File: src/rtl/afr_pkg.sv
package afr_pkg;
  typedef enum logic [1:0] {
    ST_IDLE,
    ST_START,
    ST_BITS,
    ST_REARM
  } afr_state_e;

  // strobes from control to datapath
  typedef struct packed {
    logic shiftEn;  // centre of a data or parity bit
    logic finish;   // centre of the stop bit
  } afr_ctl_t;
endpackage

File: src/rtl/afr_sync.sv
module afr_sync #(
  parameter int STAGES = 2
) (
  input  logic clk,
  input  logic rstN,
  input  logic din,
  output logic dout
);
  logic [STAGES-1:0] pipe;

  generate
    if (STAGES == 1) begin : g_one
      always_ff @(posedge clk or negedge rstN) begin
        if (!rstN) pipe <= '1;
        else       pipe <= din;
      end
    end else begin : g_many
      always_ff @(posedge clk or negedge rstN) begin
        if (!rstN) pipe <= '1;
        else       pipe <= {pipe[STAGES-2:0], din};
      end
    end
  endgenerate

  assign dout = pipe[STAGES-1];
endmodule

File: src/rtl/afr_ctrl.sv
module afr_ctrl
  import afr_pkg::*;
#(
  parameter int DIV     = 64,
  parameter int SAMPLES = 10
) (
  input  logic     clk,
  input  logic     rstN,
  input  logic     rxBit,
  output afr_ctl_t ctl
);
  localparam int CNT_W = $clog2(DIV);
  localparam int IDX_W = $clog2(SAMPLES + 1);
  localparam logic [CNT_W-1:0] HALF_LAST = CNT_W'(DIV / 2 - 1);
  localparam logic [CNT_W-1:0] BIT_LAST  = CNT_W'(DIV - 1);
  localparam logic [IDX_W-1:0] IDX_LAST  = IDX_W'(SAMPLES - 1);

  afr_state_e       state;
  logic [CNT_W-1:0] cnt;
  logic [IDX_W-1:0] idx;
  logic             sampleTick;

  always_ff @(posedge clk or negedge rstN) begin
    if (!rstN) begin
      state <= ST_IDLE;
      cnt   <= '0;
      idx   <= '0;
    end else begin
      case (state)
        ST_IDLE: begin
          cnt <= '0;
          idx <= '0;
          if (!rxBit) state <= ST_START;
        end
        ST_START: begin
          if (cnt == HALF_LAST) begin
            cnt   <= '0;
            state <= rxBit ? ST_IDLE : ST_BITS;
          end else begin
            cnt <= cnt + 1'b1;
          end
        end
        ST_BITS: begin
          if (cnt == BIT_LAST) begin
            cnt <= '0;
            idx <= idx + 1'b1;
            if (idx == IDX_LAST) state <= ST_REARM;
          end else begin
            cnt <= cnt + 1'b1;
          end
        end
        default: begin
          if (rxBit) state <= ST_IDLE;
        end
      endcase
    end
  end

  always_comb begin
    sampleTick  = (state == ST_BITS) && (cnt == BIT_LAST);
    ctl.shiftEn = sampleTick && (idx != IDX_LAST);
    ctl.finish  = sampleTick && (idx == IDX_LAST);
  end
endmodule

File: src/rtl/afr_datapath.sv
module afr_datapath
  import afr_pkg::*;
#(
  parameter int ADDR_W = 7
) (
  input  logic              clk,
  input  logic              rstN,
  input  logic              rxBit,
  input  afr_ctl_t          ctl,
  input  logic [ADDR_W-1:0] nodeAddr,
  output logic              vapPulse,
  output logic [ADDR_W-1:0] cmdOut,
  output logic              cmdStrobe,
  output logic              addrValid
);
  localparam int SR_W = ADDR_W + 2;  // payload, type bit, parity

  logic [SR_W-1:0] sr;
  logic isAddr, parityOk, frameOk, match, acceptCmd, acceptAddr;

  always_comb begin
    isAddr     = sr[ADDR_W];
    parityOk   = ~^sr;
    frameOk    = parityOk && rxBit;  // rxBit is the stop bit at finish
    match      = (sr[ADDR_W-1:0] == nodeAddr);
    acceptAddr = ctl.finish && isAddr && frameOk && match;
    acceptCmd  = ctl.finish && !isAddr && frameOk && addrValid;
  end

  always_ff @(posedge clk or negedge rstN) begin
    if (!rstN) begin
      sr        <= '0;
      vapPulse  <= 1'b0;
      cmdStrobe <= 1'b0;
      cmdOut    <= '0;
      addrValid <= 1'b0;
    end else begin
      if (ctl.shiftEn) sr <= {rxBit, sr[SR_W-1:1]};
      vapPulse  <= acceptAddr;
      cmdStrobe <= acceptCmd;
      if (acceptCmd)  cmdOut    <= sr[ADDR_W-1:0];
      if (ctl.finish) addrValid <= acceptAddr;
    end
  end
endmodule

File: src/rtl/addr_frame_rx.sv
module addr_frame_rx
  import afr_pkg::*;
#(
  parameter int DIV         = 64,
  parameter int ADDR_W      = 7,
  parameter int SYNC_STAGES = 2
) (
  input  logic              clk,
  input  logic              rstN,
  input  logic              rxIn,
  input  logic [ADDR_W-1:0] nodeAddr,
  output logic              vapPulse,
  output logic [ADDR_W-1:0] cmdOut,
  output logic              cmdStrobe,
  output logic              addrValid
);
  localparam int SAMPLES = ADDR_W + 3;  // payload, type, parity, stop

  logic     rxBit;
  afr_ctl_t ctl;

  afr_sync #(.STAGES(SYNC_STAGES)) u_sync (
    .clk(clk), .rstN(rstN), .din(rxIn), .dout(rxBit)
  );

  afr_ctrl #(.DIV(DIV), .SAMPLES(SAMPLES)) u_ctrl (
    .clk(clk), .rstN(rstN), .rxBit(rxBit), .ctl(ctl)
  );

  afr_datapath #(.ADDR_W(ADDR_W)) u_dp (
    .clk(clk), .rstN(rstN), .rxBit(rxBit), .ctl(ctl), .nodeAddr(nodeAddr),
    .vapPulse(vapPulse), .cmdOut(cmdOut), .cmdStrobe(cmdStrobe),
    .addrValid(addrValid)
  );
endmodule

File: config.mk
export PLATFORM = sky130hd
export DESIGN_NAME = addr_frame_rx
export DESIGN_NICKNAME = d
export VERILOG_FILES = /design/src/rtl/afr_pkg.sv /design/src/rtl/afr_sync.sv /design/src/rtl/afr_ctrl.sv /design/src/rtl/afr_datapath.sv /design/src/rtl/addr_frame_rx.sv
export SDC_FILE = /design/constraint.sdc
export NUM_CORES = 1
export LEC_CHECK = 0
export BUFFER_PORTS_ARGS = -buffer_cell sky130_fd_sc_hd__buf_2
export CORE_MARGIN = 5
export CORE_UTILIZATION = 30
export DETAILED_ROUTE_END_ITERATION = 8
export GPL_TIMING_DRIVEN = 0
export HOLD_SLACK_MARGIN = 0.15
export PLACE_DENSITY = 0.47
export SLEW_MARGIN = 40
export SYNTH_ARGS = -nofsm -noshare
export SYNTH_HDL_FRONTEND = slang
export SYNTH_SLANG_ARGS = --single-unit
File: constraint.sdc
create_clock -name clk -period 2.7 [get_ports clk]
set_clock_uncertainty 0.05 [all_clocks]
set_input_delay 0.135 -clock clk [delete_from_list [all_inputs] [get_ports clk]]
set_output_delay 0.135 -clock clk [all_outputs]
set_load 0.02 [all_outputs]
==> results.ini <==
[run_status]
status=complete, no violations

[routing]
routed_wl_um=3255
post-route-drc-count=0
routedWlPerCell_um=13.40
drt_iter0_markers=31
via_per_inst=4.646
vias=1129
drt_pass1_iterations=4
ant_nets=0

[synthesis]
synth.avg_cell_area_um2=11.75
syn-num-nets=159
postSynth.asyncResetShare=1.000
yosysSeqAreaShare=0.4963
netlist_instances=142
synth_flop_cell=dfrtp_1
synth_top_area_frac=0.4648
synth_warnings=0
ys_seq_elements=33
synth_area_leaders=dfrtp_1 46%, mux2_2 10%, ha_1 5.2%
synth_edf_count=0
synth_cell_type_count=38
syn_area_um2=1669
netlist.top_cell.by_area=dfrtp_1

[floorplan]
die-area_um2=7155
pin_count=20
std_cell_rows=27
core_area_um2=5473
dieHeight_um=84.59
initial_core_util=0.3050
die_w_um=84.59

[global_route]
grt_util_all_layers=0.09845
grt_first_pass_wirelength_um=5630
grt_max_degree=34
grt_pass1_vias=1221
antenna_found_initial=0
grt_remaining_overflow=0

[setup_path]
crit_type=flop to flop
worstPathArrival_ps=2450
cp-startpoint=u_ctrl.state[0]
critPathCaptureType=flop
ff2ff_path_depth=7
required_ps=2810
rrSetupSlack_ps=370
path_max_fanout=8
endpoint=u_dp.cmdOut[5]
startpoint_type=flop
timing.rr.start=u_ctrl.state[0]
r2r_end=u_dp.cmdOut[5]

[cells_and_area]
drive_above_1_share=0.2807
num_antenna_cells=0
nets=187
areaGrowthSynthToFinish_pct=18.52

[power_and_ir_drop]
power_frac_clock=0.321
vdd_drop_max_mv=0.2366
power_frac_seq=0.433
p_comb_frac=0.246
intPower_mw=0.8803
p_sw_frac=0.3061
power.switching_mw=0.3883
p_leak_nw=0.9884
power.density_nw_per_um2=641.3

[sta]
fin_crit_sh=0.8640
fmax_ghz=0.4287
tightest_slew_ps=498.4
drv_slew=0
layout_setup_ws_ps=367.2
rsz0062_at_grt=no
setup-tns-final_ps=0
slew_headroom=0.6677
period_minus_slack_ps=2333
final-setup-viol-count=0
hold_violations=0

[cts]
clock_sinks=33
clockBufferDepth=2
clkTransAtPathRegs_ps=70
cts_made_buffers=5
htreeDepth=2
cts_tree=done
root_buffer=clkbuf_8
clk-insertion-delay-late_ps=280
postCtsSetupBuffers=0

[place]
io_buffers=19
gp_congestion=0.7666
hpwlAfterDp_um=2315
place_ws_ps=356.1

[job]
max-cap-violations=0

[min_path]
worstHoldPathType=input port to flop

[kinds of logic (layout without fill, tap and decap cells)]
group | after synthesis | count (layout) | share of synthesized area
adder cells (fa/ha/maj) | 7 | 7 | 0.05247
XOR/XNOR | 14 | 14 | 0.08621
AO/OA/AOI/OAI | 21 | 21 | 0.08171
buffers and inverters | 6 | 35 | 0.01349
multiplexers | 21 | 21 | 0.1402
flip-flops | 33 | 33 | 0.4962
AND/OR/NAND/NOR | 40 | 40 | 0.1297
[area by class of cell]
cell class                      count  area, um2
Inverter                            5      18.77
Fill cell                         563       3495
Buffer                              1      3.754
Clock inverter                      1      5.005
Clock buffer                        7      96.34
Tap cell                           72      90.09
Sequential cell                    33      828.3
Multi-Input combinational cell    103      818.3
Timing Repair Buffer               21      117.6
[synth_stat cells (2+ instances only)]
cell and instances:
a21o_1 3, a21oi_1 3, and3_1 2, dfrtp_1 31, dfstp_2 2, ha_1 7
inv_1 5, mux2_2 15, mux2i_1 5, nand2_1 10, nand2b_1 2, nand3_1 4
nand4_1 3, nor2_1 7, nor3_1 3, nor4_1 2, o21ai_0 6, o21bai_1 2
xnor2_1 4, xor2_1 8
[how the worst min path moves through the flow]
stage / end / slack [ps] / start / depth (start not counted)
detailed placement: u_sync.pipe[0] / 190 / rxIn / 1
CTS: u_dp.vapPulse / 160 / nodeAddr[3] / 4
finish: u_dp.vapPulse / 160 / nodeAddr[3] / 4
global route: u_dp.vapPulse / 190 / nodeAddr[3] / 4
global placement: u_ctrl.cnt[5] / 190 / rstN / 1
floorplan: u_ctrl.cnt[0] / -210 / rstN / 0
[per-layer routing]
layer / vias up / GRT usage / routed length (um)
met2: 18 / 0.1651 / 1579
li1: 556 / - / -
met1: 553 / 0.1209 / 1553
met5: - / 0 / 0
met4: 0 / 0.03453 / 18
met3: 2 / 0.02748 / 103
[layout by cell type, fill, tap and decap left out, types with 3 or more instances in the layout]
master,count
xor2_1,8
a21oi_1,3
nand4_1,3
mux2_2,15
ha_1,7
dfrtp_1,31
buf_2,18
nand2_1,10
mux2i_1,5
nand3_1,4
xnor2_1,4
a21o_1,3
nor2_1,7
o21ai_0,6
inv_1,5
clkbuf_8,7
nor3_1,3
[sequential cells by signal (all words and copies together) (netlist names)]
| register | cells |
|---|---|
| u_ctrl.cnt | 6 |
| u_ctrl.idx | 4 |
| u_ctrl.state | 2 |
| u_dp.addrValid | 1 |
| u_dp.cmdOut | 7 |
| u_dp.cmdStrobe | 1 |
| u_dp.sr | 9 |
| u_dp.vapPulse | 1 |
| u_sync.pipe | 2 |
[critical path, cell delays in order (launching register included)]
cell	delay, ps
dfrtp_1	420
inv_1	120
ha_1	310
and3_1	230
nand3_1	160
nor3b_1	390
nand3_4	200
mux2_4	330
[power groups by stage]
stage	clock, mW	sequential [mW]	combinational [mW]
4_1_cts	0.427	0.549	0.312
3_3_place_gp	0	0.555	0.291
2_1_floorplan	0	0.551	0.233
6_report	0.407	0.550	0.312
3_5_place_dp	0	0.559	0.306
5_1_grt	0.446	0.554	0.354
[per-stage QoR]
| stage | area (um2) | util | total power [mW] | std cells | hold slack, ps |
|---|---|---|---|---|---|
| floorplan | 1669 | - | 0.7842 | 142 | -210.6 |
| global placement | 1854 | 0.3388 | 0.8464 | 233 | 193.9 |
| detailed placement | 1854 | 0.3388 | 0.8655 | 233 | 193.6 |
| CTS | 1976 | 0.3610 | 1.288 | 243 | 158.3 |
| global route | 1978 | 0.3615 | 1.354 | 243 | 188.7 |
| finish | 1978 | 0.3615 | 1.269 | 243 | 164.3 |
[what timing repair did]
action | in CTS | in global routing
setup endpoints to repair | 0 | 0
hold buffers | 2 | 0
resized for setup | 0 | 0
hold endpoints to repair | 32 | 0
(Power assumes the default switching activity.)
